File: config.mk
export PLATFORM = sky130hd
export DESIGN_NAME = sar_seq
export DESIGN_NICKNAME = d
export VERILOG_FILES = /design/src/rtl/sar_pkg.sv /design/src/rtl/sar_tad_gen.sv /design/src/rtl/sar_core.sv /design/src/rtl/sar_seq.sv
export SDC_FILE = /design/constraint.sdc
export NUM_CORES = 1
export LEC_CHECK = 0
export ABC_AREA = 1
export BUFFER_PORTS_ARGS = -buffer_cell sky130_fd_sc_hd__buf_2
export CAP_MARGIN = 5
export CORE_ASPECT_RATIO = 1.5
export CORE_MARGIN = 4
export CORE_UTILIZATION = 40
export DETAILED_ROUTE_END_ITERATION = 8
export GPL_ROUTABILITY_DRIVEN = 1
export PLACE_DENSITY = 0.72
export SLEW_MARGIN = 20
export SYNTH_ARGS = -nofsm -noshare
export SYNTH_HDL_FRONTEND = slang
export SYNTH_SLANG_ARGS = --single-unit
File: constraint.sdc
create_clock -name clk -period 4.45 [get_ports clk]
set_input_delay 0.6675 -clock clk [delete_from_list [all_inputs] [get_ports clk]]
set_output_delay 0.6675 -clock clk [all_outputs]
set_load 0.1 [all_outputs]
File: src/rtl/sar_pkg.sv
package sar_pkg;
  typedef enum logic [2:0] {
    ST_OFF, ST_WARM, ST_DISCH, ST_SAMPLE, ST_DELAY, ST_ACQ, ST_CONV, ST_RECOV
  } sar_st_e;

  function automatic logic is_rc(input logic [2:0] code);
    return code[1:0] == 2'b11;
  endfunction

  // log2(Tad / Tosc) - 1 for divided codes
  function automatic logic [2:0] div_shift(input logic [2:0] code);
    return {code[1:0], 1'b0} + {2'b00, code[2]};
  endfunction

  function automatic logic [4:0] acq_tads(input logic [2:0] code);
    case (code)
      3'd1: return 5'd2;
      3'd2: return 5'd4;
      3'd3: return 5'd6;
      3'd4: return 5'd8;
      3'd5: return 5'd12;
      3'd6: return 5'd16;
      3'd7: return 5'd20;
      default: return 5'd0;
    endcase
  endfunction
endpackage

File: src/rtl/sar_tad_gen.sv
module sar_tad_gen
  import sar_pkg::*;
#(
  parameter int DIV_W = 6
) (
  input  logic       clk,
  input  logic       rst_n,
  input  logic       clr,
  input  logic [2:0] sel,
  input  logic       rc_tick,
  output logic       tick
);
  logic [DIV_W-1:0] cnt_q;
  logic [DIV_W-1:0] lim;
  logic             osc_wrap;

  assign lim      = DIV_W'((2 << div_shift(sel)) - 1);
  assign osc_wrap = (cnt_q >= lim);
  assign tick     = is_rc(sel) ? rc_tick : osc_wrap;

  always_ff @(posedge clk or negedge rst_n) begin
    if (!rst_n)                 cnt_q <= '0;
    else if (clr || osc_wrap)   cnt_q <= '0;
    else                        cnt_q <= cnt_q + 1'b1;
  end
endmodule

File: src/rtl/sar_core.sv
module sar_core #(
  parameter int W = 12
) (
  input  logic         clk,
  input  logic         rst_n,
  input  logic         load,
  input  logic         step,
  input  logic         cmp,
  output logic [W-1:0] code
);
  logic [W-1:0] code_q;
  logic [W-1:0] mask_q;

  always_ff @(posedge clk or negedge rst_n) begin
    if (!rst_n) begin
      code_q <= '0;
      mask_q <= '0;
    end else if (load) begin
      code_q <= {1'b1, {(W-1){1'b0}}};
      mask_q <= {1'b1, {(W-1){1'b0}}};
    end else if (step) begin
      code_q <= (cmp ? code_q : (code_q & ~mask_q)) | (mask_q >> 1);
      mask_q <= mask_q >> 1;
    end
  end

  assign code = code_q;
endmodule

File: src/rtl/sar_seq.sv
module sar_seq
  import sar_pkg::*;
#(
  parameter int RES_W = 12,
  parameter int ICYC  = 4,
  parameter int DIV_W = 6
) (
  input  logic             clk,
  input  logic             rst_n,
  input  logic             por_n,
  input  logic             ctl_we,
  input  logic             ctl_on,
  input  logic             ctl_go,
  input  logic [2:0]       ctl_clk_sel,
  input  logic [2:0]       ctl_acq_sel,
  input  logic             res_we,
  input  logic [RES_W-1:0] res_wdata,
  input  logic             irq_clr,
  input  logic             trig_in,
  input  logic             rc_tick,
  input  logic             cmp_in,
  output logic [RES_W-1:0] dac_code,
  output logic             sample_on,
  output logic             discharge,
  output logic             start_flag,
  output logic             irq_flag,
  output logic [RES_W-1:0] result,
  output logic             tmr_reset
);
  localparam int TAD_W = $clog2(RES_W + 21);
  localparam int CNT_W = $clog2(2 * ICYC + 1);

  sar_st_e          st, nxt;
  logic [2:0]       clk_sel_q, acq_sel_q, eff_clk, eff_acq;
  logic [TAD_W-1:0] tad_cnt;
  logic [CNT_W-1:0] cyc_cnt;
  logic             irq_q, tmr_q;
  logic [RES_W-1:0] res_q;

  // named internal events
  logic tad_tick, tad_clr, busy, wr_off, sw_go, sw_abort;
  logic start_evt, abort_evt, done_evt, warming, conv_enter, conv_step;

  assign wr_off   = ctl_we && !ctl_on;
  assign sw_go    = ctl_we && ctl_on && ctl_go;
  assign sw_abort = ctl_we && ctl_on && !ctl_go;
  assign eff_clk  = ctl_we ? ctl_clk_sel : clk_sel_q;
  assign eff_acq  = ctl_we ? ctl_acq_sel : acq_sel_q;
  assign busy     = (st == ST_DELAY) || (st == ST_ACQ) || (st == ST_CONV);
  assign warming  = (st == ST_WARM);

  assign start_evt = (st == ST_SAMPLE) && (sw_go || trig_in) && !wr_off;
  assign abort_evt = busy && sw_abort;
  assign done_evt  = (st == ST_CONV) && tad_tick && (tad_cnt == TAD_W'(RES_W))
                     && !sw_abort && !wr_off;

  always_comb begin
    nxt = st;
    case (st)
      ST_OFF:    if (ctl_we && ctl_on) nxt = ST_WARM;
      ST_WARM:   if (tad_tick && tad_cnt == TAD_W'(2)) nxt = ST_DISCH;
      ST_DISCH:  nxt = ST_SAMPLE;
      ST_SAMPLE: if (start_evt) begin
                   if (is_rc(eff_clk))             nxt = ST_DELAY;
                   else if (acq_tads(eff_acq) != 0) nxt = ST_ACQ;
                   else                             nxt = ST_CONV;
                 end
      ST_DELAY:  if (cyc_cnt == CNT_W'(ICYC - 1))
                   nxt = (acq_tads(acq_sel_q) != 0) ? ST_ACQ : ST_CONV;
      ST_ACQ:    if (tad_tick && tad_cnt == TAD_W'(acq_tads(acq_sel_q)) - 1'b1)
                   nxt = ST_CONV;
      ST_CONV:   if (done_evt) nxt = ST_RECOV;
      ST_RECOV:  if (cyc_cnt == CNT_W'(2 * ICYC - 1)) nxt = ST_DISCH;
      default:   nxt = ST_OFF;
    endcase
    if (abort_evt) nxt = ST_RECOV;
    if (wr_off)    nxt = ST_OFF;
  end

  assign tad_clr    = (nxt != st);
  assign conv_enter = (nxt == ST_CONV) && (st != ST_CONV);
  assign conv_step  = (st == ST_CONV) && tad_tick && (tad_cnt < TAD_W'(RES_W));

  always_ff @(posedge clk or negedge rst_n) begin
    if (!rst_n) begin
      st        <= ST_OFF;
      clk_sel_q <= '0;
      acq_sel_q <= '0;
      tad_cnt   <= '0;
      cyc_cnt   <= '0;
      irq_q     <= 1'b0;
      tmr_q     <= 1'b0;
    end else begin
      st    <= nxt;
      tmr_q <= trig_in;
      if (ctl_we) begin
        clk_sel_q <= ctl_clk_sel;
        acq_sel_q <= ctl_acq_sel;
      end
      if (tad_clr)       tad_cnt <= '0;
      else if (tad_tick) tad_cnt <= tad_cnt + 1'b1;
      if (tad_clr) cyc_cnt <= '0;
      else         cyc_cnt <= cyc_cnt + 1'b1;
      if (done_evt)     irq_q <= 1'b1;
      else if (irq_clr) irq_q <= 1'b0;
    end
  end

  // result survives module reset; only power-on clears it
  always_ff @(posedge clk or negedge por_n) begin
    if (!por_n)        res_q <= '0;
    else if (done_evt) res_q <= dac_code;
    else if (res_we)   res_q <= res_wdata;
  end

  sar_tad_gen #(.DIV_W(DIV_W)) u_tad (
    .clk(clk), .rst_n(rst_n), .clr(tad_clr), .sel(clk_sel_q),
    .rc_tick(rc_tick), .tick(tad_tick)
  );

  sar_core #(.W(RES_W)) u_core (
    .clk(clk), .rst_n(rst_n), .load(conv_enter), .step(conv_step),
    .cmp(cmp_in), .code(dac_code)
  );

  assign sample_on  = (st == ST_SAMPLE) || (st == ST_ACQ) ||
                      ((st == ST_DELAY) && (acq_sel_q != 3'd0));
  assign discharge  = (st == ST_DISCH);
  assign start_flag = busy;
  assign irq_flag   = irq_q;
  assign result     = res_q;
  assign tmr_reset  = tmr_q;
endmodule

==> summary.md, run 1 <==
| Metric | Value |
|---|---|
| Status | complete, no violations |
| Power share of the combinational group | 20.6% |
| F_max | 361 MHz |
| CTS Hold Buffers Added | 0 |
| Max cap viols | 0 |
| Layout Cells excl Fill | 597 |
| Most frequent cells in the layout | nand2_1, dfrtp_1, buf_2, inv_1, nor2_1 |
| Area Growth Syn to Fin | 20.5% |
| Site row count | 41 |
| Synthesized flop and latch total | 63 |
| WL/cell | 12.9 µm |
| Pwr Density | 456 nW/µm² |
| Largest net degree at the start of global routing | 52 |
| Number of global-route vias before repair | 3082 |
| Syn Area/Cell | 8.01 µm² |
| All-Layer GR Usage | 16.7% |
| Setup-failing EPs final | 0 |
| Core Footprint | 8360 µm² |
| Post-CTS Resized | 0 |
| Crit Reg-Reg Endpoint | u_core.mask_q[2] |
| Tightest Hold Check Type | input pin to asynchronous set/reset pin |
| Gpl congestion | 0.998 |
| Switching pwr | 0.572 mW |
| DRT Pass-1 Iters | 4 |
| CP Launch Type | flip-flop |
| First-pass GRT wire length | 13700 µm |
| Post-synth net total | 467 |
| Final Cell Area | 4120 µm² |
| Clock group share of total power | 42.5% |
| Top FF cell, synth | dfrtp_1 |
| Max Slew Vio Count | 0 |
| Warning count from the yosys run | 0 |
| Peak per-stage delay on the critical path | 0.47 ns |
| Count of different cell masters after synthesis | 31 |
| CP Class | flip-flop to flip-flop |
| CP Capture Type | flip-flop |
| Placement Setup Slack | 1.68 ns |
| Mapped cell area | 3420 µm² |
| Mapped Cells | 427 |
| CP Cell Sequence | or2_2, nand2_1, ha_1, nand2_1, nor2_1, nand2_1, nand4_1, nand3_1, nor2_2, nor2_1, nand4_1, nand2_1, inv_2, nor2_8, nor2_8, nand2_1, nand2_1 |
| Hold Vio Cnt, Final | 0 |
| DP Area | 3780 µm² |
| HPWL Detailed | 5880 µm |
| Layout cell share with drive strength beyond 1 | 20.4% |
| Max_slew headroom | 54.1% |
| # DRC | 0 |
| CP dominant cell by count | nand2_1 |
| Ports | 58 |
| Worst EP required | 4.70 ns |
| Setup Skew | 0.00566 ns |
| Crit-path slowest cell | nor2_2 |
| Die Wd | 83.5 µm |
| Clock transition at the registers of the reported paths | 0.05 ns |
| Slew @ Worst Pin | 0.686 ns |
| Antenna violations before repair | 0 |
| Antenna fix cells | 0 |
| Die Y | 121 µm |
| TritonCTS clock tree | yes |
| Top post-synthesis cells by area | dfrtp_1, nand2_1, inv_1, nand3_1, ha_1 |
| Pint | 1.31 mW |
| RSZ-0062 raised after global routing | no |
| H-tree depth | 3 |
| Placed cells | 581 |
| EDFF count, synth | 0 |
| Nets@finish | 525 |
| Leading area contributor after synthesis | dfrtp_1 |
| Worst R2R Setup Slack | 1.68 ns |
| Initial Utilization | 40.9% |
| RR Startpoint | clk_sel_q[0] |
| Fin crit period | 2.77 ns |
| Antenna-violating nets left | 0 |
| Fill count | 785 |
| Post-layout util | 49.3% |
| Commonest non-fill, non-tap cell in the layout | nand2_1 |
| Routed WL | 7690 µm |
| Fin crit share | 62.2% |
| Final hold slack | 0.222 ns |
| Congestion Overflow GR | 0 |
| Worst reg2reg path depth | 17 |
| Root Driver | clkbuf_16 |
| Sw frac | 30.5% |
| WP buf/inv | 1 |
| TNS Setup | 0 ns |
| Sequential area share after synthesis | 46.1% |
| # port buffers | 57 |
| Routed vias | 2911 |
| CTS Buf Count | 9 |
| Clock net sink count | 63 |
| Clock Latency Late Sink | 0.32 ns |
| Sequential Power Share | 37.0% |
| Final worst slack | 1.68 ns |
| Post-CTS Setup Bufs | 0 |
| Total power | 1.88 mW |
| Die area | 10100 µm² |
| Vias per cell | 4.88 |
| Peak VDD IR | 0.315 mV |
| Leakage | 2.18 nW |
| Yosys top cell area share | 46.1% |
| CP arrival | 3.02 ns |
| Initial DRC Count | 143 |
| Clock buffer depth | 2 |
| Maximum net fanout on the critical path | 15 |
| Post-synth ARST share | 100% |
| Top Family by Delay on Critical Path | simple AND/OR/NAND/NOR gates |
[layer usage]
layer,GRT usage [%],vias to the layer above,routed length (µm)
met5,0,-,0
met4,8.15,0,263
met3,4.28,26,454
met2,29.8,95,3800
met1,18.4,1307,3170
li1,-,1483,-
[cell usage after synthesis, types with 2 or more instances]
cell type and count:
or2_2 4, nand2_2 2, dfrtp_1 63, buf_4 3, o21ai_0 13, nand3_1 34, nand3b_1 3, xnor2_1 2
nand4_1 4, a21oi_2 10, nor3_1 5, inv_1 53, xor2_1 9, nor2_1 36, o211ai_1 14, a21oi_1 8
nor2_2 5, nor2_8 2, clkbuf_1 3, nor4_1 2, inv_2 3, ha_1 11, nand3_2 2, or2_1 2
nand2_1 126, buf_2 3
[worst register-to-register path, cell delays in order (launching register included)]
cell and delay [ns]:
dfrtp_1 0.43, or2_2 0.32, nand2_1 0.06, ha_1 0.15, nand2_1 0.07, nor2_1 0.10
nand2_1 0.07, nand4_1 0.09, nand3_1 0.15, nor2_2 0.47, nor2_1 0.08, nand4_1 0.11
nand2_1 0.09, inv_2 0.12, nor2_8 0.09, nor2_8 0.17, nand2_1 0.08, nand2_1 0.06
[worst max path at each step]
stage,from,endpoint,slack (ns),cells after the start
6_report,clk_sel_q[0],u_core.mask_q[2],1.68,17
5_1_grt,clk_sel_q[0],u_core.mask_q[2],1.37,17
4_1_cts,clk_sel_q[0],u_core.mask_q[2],1.64,17
3_5_place_dp,clk_sel_q[0],u_core.mask_q[8],1.68,17
3_3_place_gp,ctl_we,u_core.mask_q[2],1.72,16
2_1_floorplan,st[2],sample_on,1.16,2
[state kept, by name (all words and copies together) (netlist names)]
register and cells:
tad_cnt 6, clk_sel_q 3, acq_sel_q 3, st 3, cyc_cnt 4, irq_flag 1, u_core.mask_q 12, result 12
u_core.code 12, u_tad.cnt_q 6, tmr_reset 1
[power by group through the flow]
stage | Clock, mW | Sequential [mW] | Combinational (mW)
2_1_floorplan | 0 | 0.816 | 0.181
3_3_place_gp | 0 | 0.701 | 0.382
3_5_place_dp | 0 | 0.703 | 0.388
4_1_cts | 0.818 | 0.694 | 0.390
5_1_grt | 0.844 | 0.702 | 0.430
6_report | 0.797 | 0.695 | 0.387
[cell families after synthesis]
kind of cell | synth area share, %
and+or+nand+nor | 30.1
buffers and inverters | 8.12
xor gates and xnor gates | 2.82
DFF | 46.1
AOI/OAI and AO/OA | 8.85
adders and majority gates | 4.02
[cell type report]
| class | count | area, µm² | area share, % |
|---|---|---|---|
| clock buffer | 13 | 250 | 6.08 |
| clock inverter | 3 | 90.1 | 2.19 |
| inverter | 56 | 210 | 5.10 |
| multi-input combinational | 297 | 1570 | 38.0 |
| sequential | 63 | 1580 | 38.3 |
| tap | 107 | 134 | 3.25 |
| timing repair buffer | 58 | 293 | 7.11 |
Note: power is estimated with default switching activity, not from simulation.
==> run 2: changes to the inputs <==
- PLACE_DENSITY: 0.72 -> 0.74
- clock period: 4.45 -> 2.5 ns (I/O delays scaled with it)
==> summary.md, run 2 (synthesis results as in run 1) <==
| Metric | Value |
|---|---|
| Status | complete, no violations |
| WP buf/inv | 2 |
| Congestion Overflow GR | 0 |
| Final Cell Area | 4540 µm² |
| CTS Buf Count | 9 |
| Area Growth Syn to Fin | 32.8% |
| Reg area | 1580 µm² |
| Layout cell share with drive strength beyond 1 | 31.9% |
| Hold Vio Cnt, Final | 0 |
| Max Slew Vio Count | 0 |
| Leakage | 2.32 nW |
| Site row count | 41 |
| Largest net degree at the start of global routing | 52 |
| WL/cell | 13.1 µm |
| Antenna violations before repair | 0 |
| Worst EP required | 2.71 ns |
| Max cap viols | 0 |
| # DRC | 0 |
| Slew @ Worst Pin | 0.630 ns |
| CP arrival | 2.64 ns |
| Pwr Density | 732 nW/µm² |
| Ports | 58 |
| Nets@finish | 556 |
| Setup-failing EPs final | 0 |
| Core Footprint | 8360 µm² |
| DRT Pass-1 Iters | 4 |
| Vias per cell | 4.95 |
| Initial Utilization | 40.9% |
| Gpl congestion | 0.919 |
| Tightest Hold Check Type | input pin to asynchronous set/reset pin |
| All-Layer GR Usage | 16.7% |
| CP Launch Type | flip-flop |
| Clock buffer depth | 2 |
| Final worst slack | 0.0668 ns |
| Commonest non-fill, non-tap cell in the layout | nand2_1 |
| Initial DRC Count | 113 |
| TritonCTS clock tree | yes |
| F_max | 411 MHz |
| DP Area | 3940 µm² |
| Routed vias | 3108 |
| Peak VDD IR | 0.416 mV |
| CP Capture Type | flip-flop |
| H-tree depth | 3 |
| Die Wd | 83.5 µm |
| Final hold slack | 0.142 ns |
| Setup Skew | 0.00556 ns |
| Layout Cells excl Fill | 628 |
| Placed cells | 600 |
| Routed WL | 8210 µm |
| Max_slew headroom | 58.0% |
| RSZ-0062 raised after global routing | yes |
| Fill count | 776 |
| Clock Latency Late Sink | 0.33 ns |
| Antenna-violating nets left | 0 |
| Root Driver | clkbuf_16 |
| # port buffers | 57 |
| CP Class | flip-flop to flip-flop |
| HPWL Detailed | 5950 µm |
| Maximum net fanout on the critical path | 8 |
| Number of global-route vias before repair | 3082 |
| Placement Setup Slack | 0.0216 ns |
| Fin crit share | 97.3% |
| Clock net sink count | 63 |
| Antenna fix cells | 0 |
| Die Y | 121 µm |
| Fin crit period | 2.43 ns |
| First-pass GRT wire length | 13600 µm |
| Crit-path slowest cell | dfrtp_1 |
| Die area | 10100 µm² |
| CP Cell Sequence | or2_4, nor2_2, ha_1, nand2_1, nand2_1, nand2_2, nand4_1, nand3_2, nor2_2, nor2_1, nand4_1, nand2_2, inv_4, nor2_8, buf_12, a21oi_2 |
| Peak per-stage delay on the critical path | 0.40 ns |
| Multi-input gate area | 1760 µm² |
| Clock transition at the registers of the reported paths | 0.05 ns |
| Top Family by Delay on Critical Path | simple AND/OR/NAND/NOR gates |
| Most frequent cells in the layout | nand2_1, dfrtp_1, buf_2, inv_1, nand3_1 |
## run 2: changes by cell type in the layout (fill, tap and decap cells not counted), sizes merged
cell | previous run | this run
nand2 | 128 | 129
bufinv | 3 | 1
inv | 56 | 55
clkinv | 0 | 1
clkbuf | 13 | 12
dlygate4sd3 | 0 | 1
buf | 58 | 84
clkinvlp | 0 | 4
nor2 | 43 | 45
## run 2: worst register-to-register path, stage by stage (launching register included)
cell and delay [ns]:
dfrtp_1 0.40, or2_4 0.25, nor2_2 0.08, ha_1 0.23, nand2_1 0.06, nand2_1 0.06
nand2_2 0.07, nand4_1 0.14, nand3_2 0.15, nor2_2 0.06, nor2_1 0.09, nand4_1 0.14
nand2_2 0.13, inv_4 0.06, nor2_8 0.20, buf_12 0.16, a21oi_2 0.04
## run 2: layout make-up
type                    count  area share, %
clock buffers              12           5.65
clock inverters             4           1.18
repair inverters            1          0.165
inverters                  56           4.77
well taps                 107           2.95
repair buffers             85           11.8
multi-input cells         300           38.8
flip-flops and latches     63           34.7
## run 2: what timing repair did
item | 4_1_cts | 5_1_grt
setup endpoints to repair | 0 | 53
buffers inserted | 0 | 8
hold endpoints to repair | 12 | 0
resized for setup | 0 | 46
hold buffers | 1 | 0
## run 2: worst paths after layout
check                      slack, ns  depth (start not counted)         start        endpoint
hold / removal                  0.14                          2         rst_n      tad_cnt[4]
setup / recovery                0.07                         16  clk_sel_q[2]  u_core.code[8]
setup reg to reg                0.07                         16  clk_sel_q[2]  u_core.code[8]
hold reg to reg                 0.46                          1    cyc_cnt[0]      cyc_cnt[0]
max in group asynchronous       1.83                          2         por_n       result[9]
min in group clk                0.18                          1       trig_in       tmr_reset
## run 2: metrics by stage
step / TNS [ns] / util (%) / total power, mW
finish: 0 / 54.3 / 3.32
global route: -2.43 / 54.3 / 3.50
CTS: 0 / 51.0 / 3.24
detailed placement: 0 / 47.1 / 1.96
global placement: 0 / 47.1 / 1.94
floorplan: 0 / - / 1.78
## run 2: power breakdown
group	switching (mW)	leakage, nW	total (mW)	internal (mW)
Combinational	0.569	1.35	0.815	0.246
Sequential	0.105	0.827	1.24	1.14
Clock	0.438	0.145	1.27	0.827
Total	1.11	2.32	3.32	2.21
## run 2: per-layer routing
| layer | track usage (%) | up-vias | share of wire [%] |
|---|---|---|---|
| met5 | 0 | - | 0 |
| met4 | 9.56 | 0 | 3.5 |
| met3 | 4.14 | 22 | 6.3 |
| met2 | 29.8 | 97 | 51 |
| met1 | 17.9 | 1440 | 39 |
| li1 | - | 1549 | - |
==> run 3: changes to the inputs <==
- BUFFER_PORTS_ARGS: -buffer_cell sky130_fd_sc_hd__buf_2 -> -buffer_cell sky130_fd_sc_hd__buf_4
==> summary.md, run 3 (synthesis results as in run 1) <==
| Metric | Value |
|---|---|
| Max Slew Vio Count | 0 |
| Final worst slack | 0.0491 ns |
| Antenna-violating nets left | 0 |
| Peak VDD IR | 0.384 mV |
| Maximum net fanout on the critical path | 8 |
| Fin crit period | 2.45 ns |
| Site row count | 41 |
| Setup Skew | 0.00514 ns |
| WL/cell | 13.6 µm |
| Clock transition at the registers of the reported paths | 0.05 ns |
| GRT Max-Usage Layer | met2 |
| All-Layer GR Usage | 17.3% |
| Nets@finish | 550 |
| HPWL Detailed | 6380 µm |
| GR Util met3 | 5.43% |
| Setup-failing EPs final | 0 |
| Commonest non-fill, non-tap cell in the layout | nand2_1 |
| CP Class | flip-flop to flip-flop |
| Pwr Density | 720 nW/µm² |
| # DRC | 0 |
| Clock net sink count | 63 |
| RSZ-0062 raised after global routing | yes |
| Routed WL | 8470 µm |
| Placement Setup Slack | -0.0169 ns |
| Final Cell Area | 4560 µm² |
| Slew @ Worst Pin | 0.680 ns |
| Max cap viols | 0 |
| Gpl congestion | 0.917 |
| Fin crit share | 98.0% |
| Die Y | 121 µm |
| Leakage | 2.32 nW |
| Worst EP required | 2.71 ns |
| CP arrival | 2.66 ns |
| F_max | 408 MHz |
| CP Capture Type | flip-flop |
| Routed vias | 3080 |
| Die Wd | 83.5 µm |
| Clock Latency Late Sink | 0.33 ns |
| Clock buffer depth | 2 |
| Layout cell share with drive strength beyond 1 | 29.9% |
| CTS Buf Count | 9 |
| Met2 usage | 30.4% |
| DP Area | 4090 µm² |
| H-tree depth | 3 |
| Tightest Hold Check Type | input pin to asynchronous set/reset pin |
| DRT Pass-1 Iters | 4 |
| TritonCTS clock tree | yes |
| Congestion Overflow GR | 0 |
| TNS Setup | 0 ns |
| First-pass GRT wire length | 14200 µm |
| Antenna violations before repair | 0 |
| Number of global-route vias before repair | 3136 |
| Status | complete, no violations |
| Ports | 58 |
| Die area | 10100 µm² |
| Vias per cell | 4.95 |
| Area Growth Syn to Fin | 33.4% |
| Core Footprint | 8360 µm² |
| CP Launch Type | flip-flop |
| # port buffers | 57 |
| Global-route met1 utilization | 19.3% |
| Total power | 3.28 mW |
| Largest net degree at the start of global routing | 52 |
| Antenna fix cells | 0 |
| Hold Vio Cnt, Final | 0 |
| Fill count | 764 |
| Root Driver | clkbuf_16 |
| Initial Utilization | 40.9% |
| Post-layout util | 54.6% |
| Max_slew headroom | 54.7% |
| Most frequent cells in the layout | nand2_1, buf_4, dfrtp_1, inv_1, nand3_1 |
| Initial DRC Count | 144 |
## run 3: cell count changes in the layout (fill, tap and decap cells not counted), moves of 3 or more
cell / change
nor2_2: -6
nor2_1: +8
nand2_1: -3
buf_2: -57
nor2_4: -3
nand2_2: +3
buf_4: +56
## run 3: layout make-up
cell class                      count  area, µm²  share of cell area, %
Multi-Input combinational cell    298       1710                   37.5
Sequential cell                    63       1580                   34.6
Timing Repair Buffer               82        631                   13.8
Clock buffer                        9        225                   4.94
Inverter                           56        210                   4.61
Tap cell                          107        134                   2.93
Clock inverter                      7       72.6                   1.59
## run 3: routing by layer
metal  vias up  share of wire, %  wire length [µm]
li1       1530                 -                 -
met1      1439                39              3310
met2        88                52              4430
met4         0               2.7               232
met3        23               5.9               498
met5         -                 0                 0
## run 3: worst max-delay path, cell delays in order (launching register included)
cell and delay (ns):
dfrtp_1 0.40, or2_4 0.28, nor2_4 0.10, ha_4 0.20
nand2_1 0.05, nand2_1 0.07, nand2_2 0.06, nand4_1 0.14
nand3_2 0.15, nor2_2 0.06, nor2_1 0.08, nand4_1 0.11
nand2_1 0.12, inv_2 0.08, nor2_8 0.22, buf_12 0.17
a21oi_2 0.04
## run 3: power breakdown
part | total (mW) | switching [mW] | internal, mW
clock network | 1.25 | 0.474 | 0.772
registers | 1.24 | 0.108 | 1.14
logic | 0.795 | 0.537 | 0.258
total | 3.28 | 1.12 | 2.17
## run 3: worst paths after layout
kind	start	endpoint	slack, ns	cells past startpoint
worst max-delay path	clk_sel_q[2]	u_core.code[8]	0.05	16
worst min-delay path	rst_n	tad_cnt[0]	0.08	1
worst max register to register	clk_sel_q[2]	u_core.code[8]	0.05	16
worst min register to register	cyc_cnt[0]	cyc_cnt[0]	0.46	1
max in group asynchronous	por_n	result[7]	1.91	2
min in group clk	trig_in	tmr_reset	0.17	1
## run 3: stage by stage
step / std cells / hold slack [ns]
2_1_floorplan: 427 / 0.0794
4_1_cts: 618 / 0.0980
6_report: 622 / 0.0829
3_5_place_dp: 601 / 0.224
5_1_grt: 622 / 0.135
3_3_place_gp: 601 / 0.220
## run 3: timing repair
item	4_1_cts	5_1_grt
gates resized for setup	3	30
pin swaps	0	11
buffers inserted	0	3
endpoints found under the setup margin	33	53
hold buffers	1	0
endpoints found under the hold margin	12	0
gates cloned	0	1
